--- src/rtl/scanline_irq_pkg.sv ---
package scanline_irq_pkg;
  typedef enum logic [2:0] {
    CMD_NONE,
    CMD_RELOAD,
    CMD_CLEAR,
    CMD_ACK,
    CMD_EN
  } irq_cmd_e;

  localparam logic [2:0] REGION_CNT = 3'b110;
  localparam logic [2:0] REGION_IRQ = 3'b111;
endpackage

--- src/rtl/sirq_edge_det.sv ---
module sirq_edge_det #(
  parameter int SYNC_STAGES = 2
) (
  input  logic clk_i,
  input  logic rst_ni,
  input  logic sig_i,
  output logic rise_o
);
  localparam int LAST = SYNC_STAGES - 1;

  logic [SYNC_STAGES-1:0] sync_q;
  logic                   prev_q;

  always_ff @(posedge clk_i or negedge rst_ni) begin
    if (!rst_ni) begin
      sync_q <= '0;
      prev_q <= 1'b0;
    end else begin
      sync_q[0] <= sig_i;
      for (int i = 1; i < SYNC_STAGES; i++) sync_q[i] <= sync_q[i-1];
      prev_q <= sync_q[LAST];
    end
  end

  assign rise_o = sync_q[LAST] & ~prev_q;
endmodule

--- src/rtl/sirq_reg_decode.sv ---
module sirq_reg_decode
  import scanline_irq_pkg::*;
#(
  parameter int ADDR_W = 16
) (
  input  logic              wr_i,
  input  logic [ADDR_W-1:0] addr_i,
  output irq_cmd_e          cmd_o
);
  localparam int TOP = ADDR_W - 1;

  logic [2:0] region;
  assign region = addr_i[TOP -: 3];

  always_comb begin
    cmd_o = CMD_NONE;
    if (wr_i) begin
      unique case (region)
        REGION_CNT: cmd_o = addr_i[0] ? CMD_CLEAR : CMD_RELOAD;
        REGION_IRQ: cmd_o = addr_i[0] ? CMD_EN : CMD_ACK;
        default:    cmd_o = CMD_NONE;
      endcase
    end
  end
endmodule

--- src/rtl/sirq_down_counter.sv ---
module sirq_down_counter #(
  parameter int CNT_W = 8
) (
  input  logic             clk_i,
  input  logic             rst_ni,
  input  logic             reload_wr_i,
  input  logic [CNT_W-1:0] reload_val_i,
  input  logic             clr_i,
  input  logic             step_i,
  output logic [CNT_W-1:0] cnt_o,
  output logic             hit_o
);
  logic [CNT_W-1:0] latch_q, cnt_q, cnt_d;

  always_comb begin
    cnt_d = cnt_q;
    if (clr_i)                cnt_d = '0;
    else if (step_i)          cnt_d = (cnt_q == '0) ? latch_q : cnt_q - 1'b1;
  end

  // clear takes priority over an edge in the same cycle
  assign hit_o = step_i & ~clr_i & (cnt_d == '0);

  always_ff @(posedge clk_i or negedge rst_ni) begin
    if (!rst_ni) begin
      latch_q <= '0;
      cnt_q   <= '0;
    end else begin
      if (reload_wr_i) latch_q <= reload_val_i;
      cnt_q <= cnt_d;
    end
  end

  assign cnt_o = cnt_q;
endmodule

--- src/rtl/scanline_irq_counter.sv ---
module scanline_irq_counter
  import scanline_irq_pkg::*;
#(
  parameter int ADDR_W      = 16,
  parameter int DATA_W      = 8,
  parameter int SYNC_STAGES = 2
) (
  input  logic              clk_i,
  input  logic              rst_ni,
  input  logic [ADDR_W-1:0] addr_i,
  input  logic              wr_i,
  input  logic [DATA_W-1:0] data_i,
  input  logic              a12_i,
  input  logic              gate_i,
  output logic              irq_o
);
  irq_cmd_e          cmd;
  logic              a12_rise, step, hit;
  logic [DATA_W-1:0] cnt;
  logic              en_q, flag_q;

  sirq_edge_det #(.SYNC_STAGES(SYNC_STAGES)) u_edge (
    .clk_i (clk_i),
    .rst_ni(rst_ni),
    .sig_i (a12_i),
    .rise_o(a12_rise)
  );

  sirq_reg_decode #(.ADDR_W(ADDR_W)) u_dec (
    .wr_i  (wr_i),
    .addr_i(addr_i),
    .cmd_o (cmd)
  );

  assign step = a12_rise & gate_i;

  sirq_down_counter #(.CNT_W(DATA_W)) u_cnt (
    .clk_i       (clk_i),
    .rst_ni      (rst_ni),
    .reload_wr_i (cmd == CMD_RELOAD),
    .reload_val_i(data_i),
    .clr_i       (cmd == CMD_CLEAR),
    .step_i      (step),
    .cnt_o       (cnt),
    .hit_o       (hit)
  );

  always_ff @(posedge clk_i or negedge rst_ni) begin
    if (!rst_ni) begin
      en_q   <= 1'b0;
      flag_q <= 1'b0;
    end else if (cmd == CMD_ACK) begin
      en_q   <= 1'b0;
      flag_q <= 1'b0;
    end else begin
      if (cmd == CMD_EN) en_q <= 1'b1;
      if (hit && en_q)   flag_q <= 1'b1;
    end
  end

  assign irq_o = flag_q;
endmodule

--- config.mk ---
export PLATFORM = sky130hd
export DESIGN_NAME = scanline_irq_counter
export DESIGN_NICKNAME = d
export VERILOG_FILES = /design/src/rtl/scanline_irq_pkg.sv /design/src/rtl/sirq_edge_det.sv /design/src/rtl/sirq_reg_decode.sv /design/src/rtl/sirq_down_counter.sv /design/src/rtl/scanline_irq_counter.sv
export SDC_FILE = /design/constraint.sdc
export NUM_CORES = 1
export LEC_CHECK = 0
export CAP_MARGIN = 10
export CORE_MARGIN = 8
export CORE_UTILIZATION = 30
export DETAILED_ROUTE_END_ITERATION = 8
export PLACE_DENSITY = 0.63
export SLEW_MARGIN = 20
export SYNTH_ARGS = -nofsm -noshare
export SYNTH_HDL_FRONTEND = slang
export SYNTH_SLANG_ARGS = --single-unit
--- constraint.sdc ---
create_clock -name clk_i -period 3.1 [get_ports clk_i]
set_input_delay 0.465 -clock clk_i [delete_from_list [all_inputs] [get_ports clk_i]]
set_output_delay 0.465 -clock clk_i [all_outputs]
set_load 0.05 [all_outputs]
==> Implementation_results.wiki, run 1 <==
{| class="wikitable"
! Metric !! Value
|-
| RSZ-0062 raised after global routing || no
|-
| Synthesized instance count || 109
|-
| Port-buffer cells || 17
|-
| Initial antenna violation count || 0
|-
| Max rail drop VDD || about 0.34 mV
|-
| Overall die area || a little over 6000 µm²
|-
| Switching pwr || roughly 0.44 mW
|-
| Final number of hold-violating endpoints || 0
|-
| Top cells by count, synth || 21 x sky130_fd_sc_hd__dfrtp_1, 10 x sky130_fd_sc_hd__nand2_1, 7 x sky130_fd_sc_hd__mux2_2
|-
| Number of I/O pins || 30
|-
| Area fraction of the dominant cell type after synthesis || 0.443
|-
| TritonCTS buffer count || 3
|-
| Dominant register cell in the synthesized netlist || sky130_fd_sc_hd__dfrtp_1
|-
| Post-Syn Area || ~1200 µm²
|-
| Floorplan row count || 23
|-
| Via count of the first global-routing pass || between 1,000 and 1,500
|-
| Maximum Capacitance Violations || 0
|-
| Count of routing violations after the opening detailed-route iteration || 38
|-
| Routed wire length per instance || between 15 and 20 µm
|-
| Gr usage total || 0.0934
|-
| Synth-to-layout area growth || 21.9%
|-
| Slowest-stage cell, CP || sky130_fd_sc_hd__or4_4
|-
| Total vias in the final route || 950
|-
| Crit path capture type || flop
|-
| Clock power share || 0.164
|-
| Biggest cell delay along the critical path || between 0.4 and 0.5 ns
|-
| Cts repair resizes || 0
|-
| Post-route standard cell area excluding fillers || ~1400 µm²
|-
| Switching share of power || 0.396
|-
| Comb power frac || 0.435
|-
| Path class of the lowest-slack min-delay path || reg2reg
|-
| Leakage power || approximately 0.56 nW
|-
| Worst-Margin Slew || 0.932 ns
|-
| CTS max path bufs || 2
|-
| Crit path from || u_cnt.cnt_o[0]$_DFF_PN0_
|-
| Post-synthesis register bit count || 21
|-
| Average footprint of a synthesized cell || roughly 11 µm²
|-
| TritonCTS clock tree || built
|-
| Die width || around 80 µm
|-
| Height of the die || 78.9 µm
|-
| Share of cells above drive strength 1 || 0.197
|-
| Kind of cell adding the most delay to the critical path || simple AND/OR/NAND/NOR gates
|-
| Aggregate routed wire length || approximately 2700 µm
|-
| Portion of the post-synthesis area used by sequential elements || 0.443
|-
| Cell-by-cell trace of the critical path || inv_1 -> ha_1 -> nor3b_2 -> and2_1 -> or4_4 -> and4_4 -> a211oi_2 -> a211oi_2
|-
| Crit share post-route || 0.724
|-
| Worst EP required || 3.24 ns
|-
| Post-CTS setup buffer count || 0
|-
| Initial core utilization || 0.303
|-
| Htree depth || 1
|-
| Power Dens Cells || between 700 and 800 nW/µm²
|-
| Outcome || finished clean
|-
| ANT nets after route || 0
|-
| Startpoint of the lowest-slack register-to-register path || u_cnt.cnt_o[0]$_DFF_PN0_
|-
| Net total in the final layout || between 150 and 200
|-
| Sum of negative setup slack || 0 ns
|-
| Top cells by area, synth || sky130_fd_sc_hd__dfrtp_1 44%, sky130_fd_sc_hd__mux2_2 6.6%, sky130_fd_sc_hd__a211oi_2 3.2%, sky130_fd_sc_hd__nand2_1 3.2%, sky130_fd_sc_hd__a21oi_1 2.1%
|-
| Global-route wire length before repair || 4770 µm
|-
| Share of synthesized flip-flops with an asynchronous set or reset || 1.00
|-
| Pin count of the biggest net entering global routing || 22
|-
| Clock insertion delay at the later pin of the skew report || between 0.2 and 0.3 ns
|-
| CTS Hold Buffers Added || 0
|-
| Buffers & Inverters on Critical Path || 1
|-
| Post-Route Hold Slack || approximately 0.35 ns
|-
| Yosys cell types || 46
|-
| Library cell appearing most often on the critical path || sky130_fd_sc_hd__a211oi_2
|-
| Fmax || 446 MHz
|-
| Antenna cells || 0
|-
| Post-layout min period || 2.24 ns
|-
| Via density per instance || ~5.4
|-
| Fillers || between 400 and 500
|-
| Critical Path Source Type || flop
|-
| Data arrival at the endpoint of the critical path || about 2.4 ns
|-
| Core region area || 3910 µm²
|-
| Most repeated cell in the gate-level netlist after synthesis || sky130_fd_sc_hd__dfrtp_1
|-
| Synthesis Warnings || 0
|-
| Relative slew slack || 0.377
|-
| Final cell utilization of the core || 0.370
|-
| Number of flops mapped to enable cells by yosys || 0
|-
| HPWL reported at the end of detailed placement || roughly 2100 µm
|-
| Number of remaining DRC errors || 0
|-
| 1st-pass router iterations || 4
|-
| Internal power contribution || 0.676 mW
|-
| Setup violators final || 0
|-
| Cell type with the largest total area after synthesis || sky130_fd_sc_hd__dfrtp_1
|-
| Final count of pins violating max slew || 0
|-
| Dpl cell area || 1400 µm²
|-
| Critical path type || reg2reg
|-
| Overall power consumption || between 1 and 1.5 mW
|-
| Part of the power in registers || 0.400
|-
| Final weighted congestion in routability-driven placement || ~0.86
|-
| Clock Tree Root || sky130_fd_sc_hd__clkbuf_8
|-
| Worst Min Path Start || u_edge.sync_q[0]$_DFF_PN0_
|-
| Num Clock Sinks || 21
|-
| Global route total overflow || 0
|-
| Synth Net Count || 140
|-
| Clock-pin slew on the worst setup and hold paths || around 0.080 ns
|-
| Worst clock skew || roughly 0.0032 ns
|-
| Largest fanout on the critical path || 8
|}
## layout by cell type (no fill, tap or decap), types with 2 or more instances in the layout
master                            Yosys  routed
sky130_fd_sc_hd__a21oi_1              5       5
sky130_fd_sc_hd__o21ai_1              2       2
sky130_fd_sc_hd__nor3_1               2       2
sky130_fd_sc_hd__a31oi_1              2       2
sky130_fd_sc_hd__nand2_1             10      10
sky130_fd_sc_hd__nor2_1               5       5
sky130_fd_sc_hd__clkbuf_8             0       3
sky130_fd_sc_hd__a211oi_2             3       3
sky130_fd_sc_hd__clkdlybuf4s50_1      0      17
sky130_fd_sc_hd__nand3b_1             2       2
sky130_fd_sc_hd__mux2i_1              2       2
sky130_fd_sc_hd__or4_4                2       2
sky130_fd_sc_hd__inv_1                5       5
sky130_fd_sc_hd__ha_1                 2       2
sky130_fd_sc_hd__o21ai_0              3       3
sky130_fd_sc_hd__o211ai_1             3       3
sky130_fd_sc_hd__o31ai_1              2       2
sky130_fd_sc_hd__mux2_2               7       7
sky130_fd_sc_hd__dfrtp_1             21      21
sky130_fd_sc_hd__nand3_1              2       2
## final cells by class
cell class	count	area, µm²	share of cell area
well taps	50	62.6	0.0433
multi-input cells	80	621	0.429
repair buffers	17	170	0.118
clock buffers	3	41.3	0.0285
inverters	5	18.8	0.0130
flip-flops and latches	21	526	0.363
clock inverters	1	7.51	0.00519
## power groups by stage
stage               Sequential [mW]  Combinational [mW]  Clock, mW
CTS                           0.448               0.487      0.190
global placement              0.447               0.471          0
detailed placement            0.453               0.483          0
floorplan                     0.428               0.391          0
finish                        0.448               0.487      0.184
global route                  0.463               0.540      0.204
## cell families after synthesis
family | Yosys count | share of synthesized area
buf+inv | 8 | 0.0338
fa+ha+maj | 2 | 0.0211
mux | 10 | 0.0928
xor+xnor | 1 | 0.00739
compound gates | 30 | 0.200
simple gates | 37 | 0.202
flops | 21 | 0.443
## through the flow
step / worst slack [ns] / instances
after floorplan: 1.01 / 109
after global placement: 0.631 / 173
after detailed placement: 0.598 / 173
after CTS: 0.856 / 177
after global routing: 0.666 / 177
final: 0.857 / 177
## worst register-to-register path, stage by stage, from the launching register on
cell and delay (ns):
sky130_fd_sc_hd__dfrtp_1 0.41, sky130_fd_sc_hd__inv_1 0.09, sky130_fd_sc_hd__ha_1 0.23, sky130_fd_sc_hd__nor3b_2 0.19, sky130_fd_sc_hd__and2_1 0.27, sky130_fd_sc_hd__or4_4 0.45, sky130_fd_sc_hd__and4_4 0.21, sky130_fd_sc_hd__a211oi_2 0.22
sky130_fd_sc_hd__a211oi_2 0.06
## sequential cells by signal (all words and copies together), names as in the netlist
register / cells
u_cnt.cnt_o: 8
u_cnt.latch_q: 8
u_edge.sync_q: 2
en_q: 1
irq_o: 1
u_edge.prev_q: 1
## layer usage
layer	vias up	track usage	share of wire
met5	-	0	0
li1	445	-	-
met1	477	0.109	0.44
met2	26	0.161	0.51
met3	2	0.0282	0.051
met4	0	0.0278	0.0037
## final timing paths
path | slack [ns] | cells after the start | to
setup / recovery | 0.86 | 8 | irq_o$_DFFE_PN0P_
hold / removal | 0.35 | 0 | u_edge.sync_q[1]$_DFF_PN0_
setup reg to reg | 0.86 | 8 | irq_o$_DFFE_PN0P_
hold reg to reg | 0.35 | 0 | u_edge.sync_q[1]$_DFF_PN0_
max in group asynchronous | 1.81 | 1 | u_cnt.cnt_o[3]$_DFF_PN0_
min in group asynchronous | 0.72 | 1 | u_cnt.latch_q[1]$_DFFE_PN0N_
Power figures use the tool's default switching activity.
==> run 2, diff against run 1 <==
--- a/config.mk
+++ b/config.mk
@@ -9,7 +9,7 @@
 export CORE_MARGIN = 8
 export CORE_UTILIZATION = 30
 export DETAILED_ROUTE_END_ITERATION = 8
-export PLACE_DENSITY = 0.63
+export PLACE_DENSITY = 0.65
 export SLEW_MARGIN = 20
 export SYNTH_ARGS = -nofsm -noshare
 export SYNTH_HDL_FRONTEND = slang
==> constraint.sdc (replaced) <==
create_clock -name clk_i -period 2.05 [get_ports clk_i]
set_input_delay 0.3075 -clock clk_i [delete_from_list [all_inputs] [get_ports clk_i]]
set_output_delay 0.3075 -clock clk_i [all_outputs]
set_load 0.05 [all_outputs]
==> run 2 against run 1 <==
Clock power rose by 48%. Maximum frequency rose by 11%. Non-clock buffer count rose by 25. Via count rose by 10%. Utilization rose by 6.1 points. Global-route usage rose by 0.76 points. Flip-flop and latch count did not move. Die area did not move.
==> Implementation_results.wiki, run 2 (same netlist as run 1, synthesis figures left out) <==
{| class="wikitable"
! Metric !! Value
|-
| Net total in the final layout || 184
|-
| Core region area || about 3900 µm²
|-
| Synth-to-layout area growth || 42.1%
|-
| Path class of the lowest-slack min-delay path || in2async
|-
| Clock power share || 0.139
|-
| Share of cells above drive strength 1 || 0.395
|-
| CTS max path bufs || 2
|-
| Worst EP required || approximately 2.2 ns
|-
| TritonCTS buffer count || 3
|-
| ANT nets after route || 0
|-
| Final number of hold-violating endpoints || 0
|-
| Aggregate routed wire length || between 3000 and 4000 µm
|-
| Initial antenna violation count || 0
|-
| Clock insertion delay at the later pin of the skew report || ~0.26 ns
|-
| Port-buffer cells || 17
|-
| Gr usage total || 0.101
|-
| 1st-pass router iterations || 4
|-
| Commonest non-fill, non-tap cells in the layout || 25 x sky130_fd_sc_hd__buf_4, 19 x sky130_fd_sc_hd__dfrtp_1, 17 x sky130_fd_sc_hd__clkdlybuf4s50_1
|-
| Floorplan row count || 23
|-
| Relative slew slack || 0.669
|-
| Number of cells in the design after placement || about 190
|-
| Antenna cells || 0
|-
| Htree depth || 1
|-
| Largest fanout on the critical path || 4
|-
| Global-route wire length before repair || 4980 µm
|-
| Comb power frac || 0.524
|-
| Internal power contribution || between 1 and 1.5 mW
|-
| Fmax || 494 MHz
|-
| Fillers || a little under 400
|-
| Switching share of power || 0.392
|-
| Overall die area || approximately 6200 µm²
|-
| Number of I/O pins || 30
|-
| Crit path capture type || flop
|-
| Crit share post-route || 0.988
|-
| Total vias in the final route || 1,049
|-
| Count of routing violations after the opening detailed-route iteration || 39
|-
| Outcome || finished clean
|-
| Worst-Margin Slew || about 0.5 ns
|-
| Critical path type || reg2reg
|-
| Setup violators final || 0
|-
| TritonCTS clock tree || built
|-
| Maximum Capacitance Violations || 0
|-
| Number of remaining DRC errors || 0
|-
| Height of the die || 78.9 µm
|-
| Clock Tree Root || sky130_fd_sc_hd__clkbuf_8
|-
| Pin count of the biggest net entering global routing || 13
|-
| Leading cell type in the layout, fill and taps excluded || sky130_fd_sc_hd__buf_4
|-
| Die width || 78.9 µm
|-
| Worst clock skew || approximately 0.0025 ns
|-
| CTS Hold Buffers Added || 0
|-
| Max rail drop VDD || roughly 0.50 mV
|-
| Critical Path Source Type || flop
|-
| Final weighted congestion in routability-driven placement || approximately 0.85
|-
| Clock-pin slew on the worst setup and hold paths || 0.07 ns
|-
| Routed wire length per instance || ~15 µm
|-
| Switching pwr || around 0.77 mW
|-
| Num Clock Sinks || 21
|-
| Layout Cells excl Fill || about 200
|-
| HPWL reported at the end of detailed placement || about 2400 µm
|-
| Post-layout min period || just over 2 ns
|-
| Power Dens Cells || between 1000 and 1500 nW/µm²
|-
| Via count of the first global-routing pass || 1,117
|-
| Part of the power in registers || 0.337
|-
| Via density per instance || ~5.2
|-
| Worst R2R Path Depth || 9
|-
| Final count of pins violating max slew || 0
|-
| Data arrival at the endpoint of the critical path || roughly 2.2 ns
|-
| Global route total overflow || 0
|-
| Sum of negative setup slack || 0 ns
|-
| Initial core utilization || 0.303
|-
| Leakage power || around 0.7 nW
|}
-- run 2: cell types whose count changed in the layout (fill, tap and decap cells not counted), sizes merged --
cell | before | now
clkinvlp | 1 | 0
clkbuf | 3 | 4
buf | 0 | 25
-- run 2: layer usage --
layer | share of wire | routed length (µm) | GRT usage | up-vias
met2 | 0.53 | 1670 | 0.182 | 21
met5 | 0 | 0 | 0 | -
met4 | 0.028 | 89 | 0.0704 | 0
li1 | - | - | - | 500
met3 | 0.025 | 78 | 0.0124 | 7
met1 | 0.41 | 1290 | 0.107 | 521
-- run 2: power groups by stage --
| stage | Sequential [mW] | Combinational, mW | Clock [mW] |
|---|---|---|---|
| after floorplan | 0.647 | 0.596 | 0 |
| after global placement | 0.646 | 0.887 | 0 |
| after detailed placement | 0.655 | 0.898 | 0 |
| after CTS | 0.650 | 0.917 | 0.287 |
| after global routing | 0.679 | 1.12 | 0.297 |
| final | 0.664 | 1.03 | 0.273 |
-- run 2: metrics by stage --
step / hold WS (ns) / utilization / worst slack [ns] / instance area (µm²) / power, mW
after detailed placement: 0.348 / 0.397 / -0.164 / 1550 / 1.55
after CTS: 0.361 / 0.412 / 0.0214 / 1610 / 1.85
after floorplan: 0.0119 / - / 0.00705 / 1190 / 1.24
after global routing: 0.363 / 0.431 / -0.0278 / 1690 / 2.09
after global placement: 0.336 / 0.397 / -0.189 / 1550 / 1.53
final: 0.349 / 0.431 / 0.0255 / 1690 / 1.97
-- run 2: cell type report --
cell class	count	area (µm²)	area share
multi-input cells	80	673	0.399
flip-flops and latches	21	528	0.313
repair buffers	42	358	0.212
well taps	50	62.6	0.0371
clock buffers	4	45.0	0.0267
inverters	5	18.8	0.0111
-- run 2: critical path, cell delays in order, from the launching register on --
cell and delay, ns:
sky130_fd_sc_hd__dfrtp_1 0.38, sky130_fd_sc_hd__inv_1 0.08, sky130_fd_sc_hd__buf_4 0.11, sky130_fd_sc_hd__ha_1 0.22
sky130_fd_sc_hd__or3b_4 0.41, sky130_fd_sc_hd__xor2_1 0.17, sky130_fd_sc_hd__nand2_1 0.09, sky130_fd_sc_hd__o32ai_2 0.14
sky130_fd_sc_hd__a41oi_2 0.15, sky130_fd_sc_hd__a211oi_2 0.18
-- run 2: worst paths after layout --
kind | from | end | slack [ns]
setup / recovery | u_cnt.cnt_o[1]$_DFF_PN0_ | irq_o$_DFFE_PN0P_ | 0.03
hold reg to reg | u_edge.sync_q[0]$_DFF_PN0_ | u_edge.sync_q[1]$_DFF_PN0_ | 0.36
hold / removal | rst_ni | u_cnt.cnt_o[6]$_DFF_PN0_ | 0.35
max in group asynchronous | rst_ni | u_cnt.cnt_o[3]$_DFF_PN0_ | 1.16
min in group clk_i | u_edge.sync_q[0]$_DFF_PN0_ | u_edge.sync_q[1]$_DFF_PN0_ | 0.36
setup reg to reg | u_cnt.cnt_o[1]$_DFF_PN0_ | irq_o$_DFFE_PN0P_ | 0.03
-- run 2: timing repair --
action	in CTS	in global routing
buffers inserted	0	5
endpoints found under the setup margin	1	1
resized for setup	1	11
pin swaps	1	3
==> run 3, diff against run 2 <==
--- a/config.mk
+++ b/config.mk
@@ -6,10 +6,12 @@
 export NUM_CORES = 1
 export LEC_CHECK = 0
 export CAP_MARGIN = 10
+export CELL_PAD_IN_SITES_DETAIL_PLACEMENT = 0
+export CELL_PAD_IN_SITES_GLOBAL_PLACEMENT = 1
 export CORE_MARGIN = 8
 export CORE_UTILIZATION = 30
 export DETAILED_ROUTE_END_ITERATION = 8
-export PLACE_DENSITY = 0.65
+export PLACE_DENSITY = 0.78
 export SLEW_MARGIN = 20
 export SYNTH_ARGS = -nofsm -noshare
 export SYNTH_HDL_FRONTEND = slang
==> run 3 against run 2 <==
Routed wire length is 2.3% higher. Clock skew shrank 0.00051 ns. Clock-buffer cell count unchanged. Largest cell class unchanged. Utilization is 1.1 points lower. Maximum frequency decreased by 1.5%. Total power shrank 3.1%. Global-route usage rose by 0.41 points. Critical endpoint unchanged. Non-clock buffer count fell by 5. The run now ends with negative setup slack left. Critical path type unchanged.
==> Implementation_results.wiki, run 3 (same netlist as run 1, synthesis figures left out) <==
{| class="wikitable"
! Metric !! Value
|-
| Outcome || finished, violations left
|-
| Failing checks || negative setup slack
|-
| Htree depth || 1
|-
| Max rail drop VDD || between 0.4 and 0.5 mV
|-
| Critical Path Source Type || flop
|-
| Floorplan row count || 23
|-
| Number of I/O pins || 30
|-
| Final WS setup || -0.00574 ns
|-
| Pin count of the biggest net entering global routing || 22
|-
| CTS max path bufs || 2
|-
| Commonest non-fill, non-tap cells in the layout || 20 x sky130_fd_sc_hd__dfrtp_1, 20 x sky130_fd_sc_hd__buf_4, 17 x sky130_fd_sc_hd__clkdlybuf4s50_1
|-
| Global-route wire length before repair || between 5000 and 6000 µm
|-
| Die width || slightly below 80 µm
|-
| HPWL reported at the end of detailed placement || between 2000 and 2500 µm
|-
| Post-route standard cell area excluding fillers || about 1600 µm²
|-
| Relative slew slack || 0.664
|-
| Initial core utilization || 0.303
|-
| Via count of the first global-routing pass || roughly 1,200
|-
| TritonCTS clock tree || built
|-
| Gr usage total || 0.105
|-
| Worst clock skew || a little under 0.002 ns
|-
| Number of remaining DRC errors || 0
|-
| Maximum Capacitance Violations || 0
|-
| Leakage power || 0.664 nW
|-
| Initial antenna violation count || 0
|-
| Count of routing violations after the opening detailed-route iteration || 41
|-
| RSZ-0062 raised after global routing || yes
|-
| Height of the die || approximately 79 µm
|-
| Largest fanout on the critical path || 4
|-
| Clock-pin slew on the worst setup and hold paths || around 0.080 ns
|-
| Post-layout min period || ~2.1 ns
|-
| Critical path type || reg2reg
|-
| Num Clock Sinks || 21
|-
| Worst EP required || about 2.2 ns
|-
| Final count of pins violating max slew || 0
|-
| Routed wire length per instance || ~16 µm
|-
| ANT nets after route || 0
|-
| Share of cells above drive strength 1 || 0.354
|-
| Data arrival at the endpoint of the critical path || approximately 2.2 ns
|-
| Worst-Margin Slew || 0.502 ns
|-
| Crit path capture type || flop
|-
| TritonCTS buffer count || 3
|-
| Clock insertion delay at the later pin of the skew report || between 0.2 and 0.3 ns
|-
| Synth-to-layout area growth || 38.4%
|-
| Final number of hold-violating endpoints || 0
|-
| Setup violators final || 1
|-
| Final weighted congestion in routability-driven placement || ~0.79
|-
| Crit share post-route || 1.00
|-
| Dpl cell area || ~1500 µm²
|-
| Global route total overflow || 0
|-
| Clock Tree Root || sky130_fd_sc_hd__clkbuf_8
|-
| Path class of the lowest-slack min-delay path || reg2reg
|-
| CTS Hold Buffers Added || 0
|-
| Via density per instance || 5.21
|-
| Power Dens Cells || 1160 nW/µm²
|-
| Port-buffer cells || 17
|-
| Core region area || around 4000 µm²
|-
| Overall die area || 6220 µm²
|-
| Net total in the final layout || 179
|-
| Total vias in the final route || 1,026
|-
| Antenna cells || 0
|-
| Fmax || between 400 and 500 MHz
|-
| 1st-pass router iterations || 4
|-
| Final cell utilization of the core || 0.419
|-
| Aggregate routed wire length || between 3000 and 4000 µm
|}
-- run 3: changes by cell type in the layout (fill, tap and decap cells not counted), sizes merged --
cell	before	now
buf	25	20
-- run 3: routing by layer --
| metal | GRT usage | vias to the layer above | wire length [µm] |
|---|---|---|---|
| li1 | - | 489 | - |
| met1 | 0.119 | 508 | 1360 |
| met2 | 0.186 | 24 | 1690 |
| met3 | 0.0203 | 5 | 100 |
| met4 | 0.0481 | 0 | 46 |
| met5 | 0 | - | 0 |
-- run 3: stage by stage --
step | worst slack [ns] | hold WS (ns) | instances | total power, mW | setup TNS, ns
after floorplan | 0.00705 | 0.0119 | 109 | 1.24 | 0
after global placement | -0.196 | 0.336 | 191 | 1.50 | -0.196
after detailed placement | -0.235 | 0.353 | 191 | 1.53 | -0.235
after CTS | 0.0155 | 0.372 | 196 | 1.85 | 0
after global routing | -0.0878 | 0.380 | 197 | 2.03 | -0.0878
final | -0.00574 | 0.370 | 197 | 1.91 | -0.00574
-- run 3: worst max-delay path: stages, from the launching register on --
cell and delay, ns:
sky130_fd_sc_hd__dfrtp_1 0.41, sky130_fd_sc_hd__inv_1 0.08, sky130_fd_sc_hd__buf_4 0.10, sky130_fd_sc_hd__ha_2 0.21
sky130_fd_sc_hd__or3b_4 0.40, sky130_fd_sc_hd__xor2_1 0.19, sky130_fd_sc_hd__nand2_1 0.10, sky130_fd_sc_hd__o32ai_2 0.15
sky130_fd_sc_hd__a41oi_2 0.16, sky130_fd_sc_hd__a211oi_2 0.16
-- run 3: power by group --
group,internal [mW],leakage [nW],total (mW),switching (mW)
registers,0.530,0.260,0.675,0.144
logic,0.492,0.382,0.962,0.470
clock network,0.139,0.0228,0.273,0.135
total,1.16,0.664,1.91,0.749
-- run 3: what timing repair did --
item / in CTS / in global routing
cloned: 0 / 0
setup endpoints to repair: 1 / 1
pin swaps: 1 / 3
setup buffers: 1 / 1
gates resized for setup: 3 / 6
-- run 3: area by class of cell --
class	instances	area (µm²)
fillers	400	2270
well taps	50	62.6
repair buffers	37	320
clock buffers	4	45.0
flip-flops and latches	21	527
inverters	5	18.8
multi-input cells	80	668
-- run 3: final timing paths --
kind | start | to | slack, ns | cells after the start
setup / recovery | u_cnt.cnt_o[1]$_DFF_PN0_ | irq_o$_DFFE_PN0P_ | -0.006 | 9
hold / removal | u_edge.sync_q[0]$_DFF_PN0_ | u_edge.sync_q[1]$_DFF_PN0_ | 0.37 | 0
setup reg to reg | u_cnt.cnt_o[1]$_DFF_PN0_ | irq_o$_DFFE_PN0P_ | -0.006 | 9
hold reg to reg | u_edge.sync_q[0]$_DFF_PN0_ | u_edge.sync_q[1]$_DFF_PN0_ | 0.37 | 0
max in group asynchronous | rst_ni | u_cnt.cnt_o[4]$_DFF_PN0_ | 1.41 | 2
min in group asynchronous | rst_ni | u_cnt.latch_q[1]$_DFFE_PN0N_ | 0.40 | 2
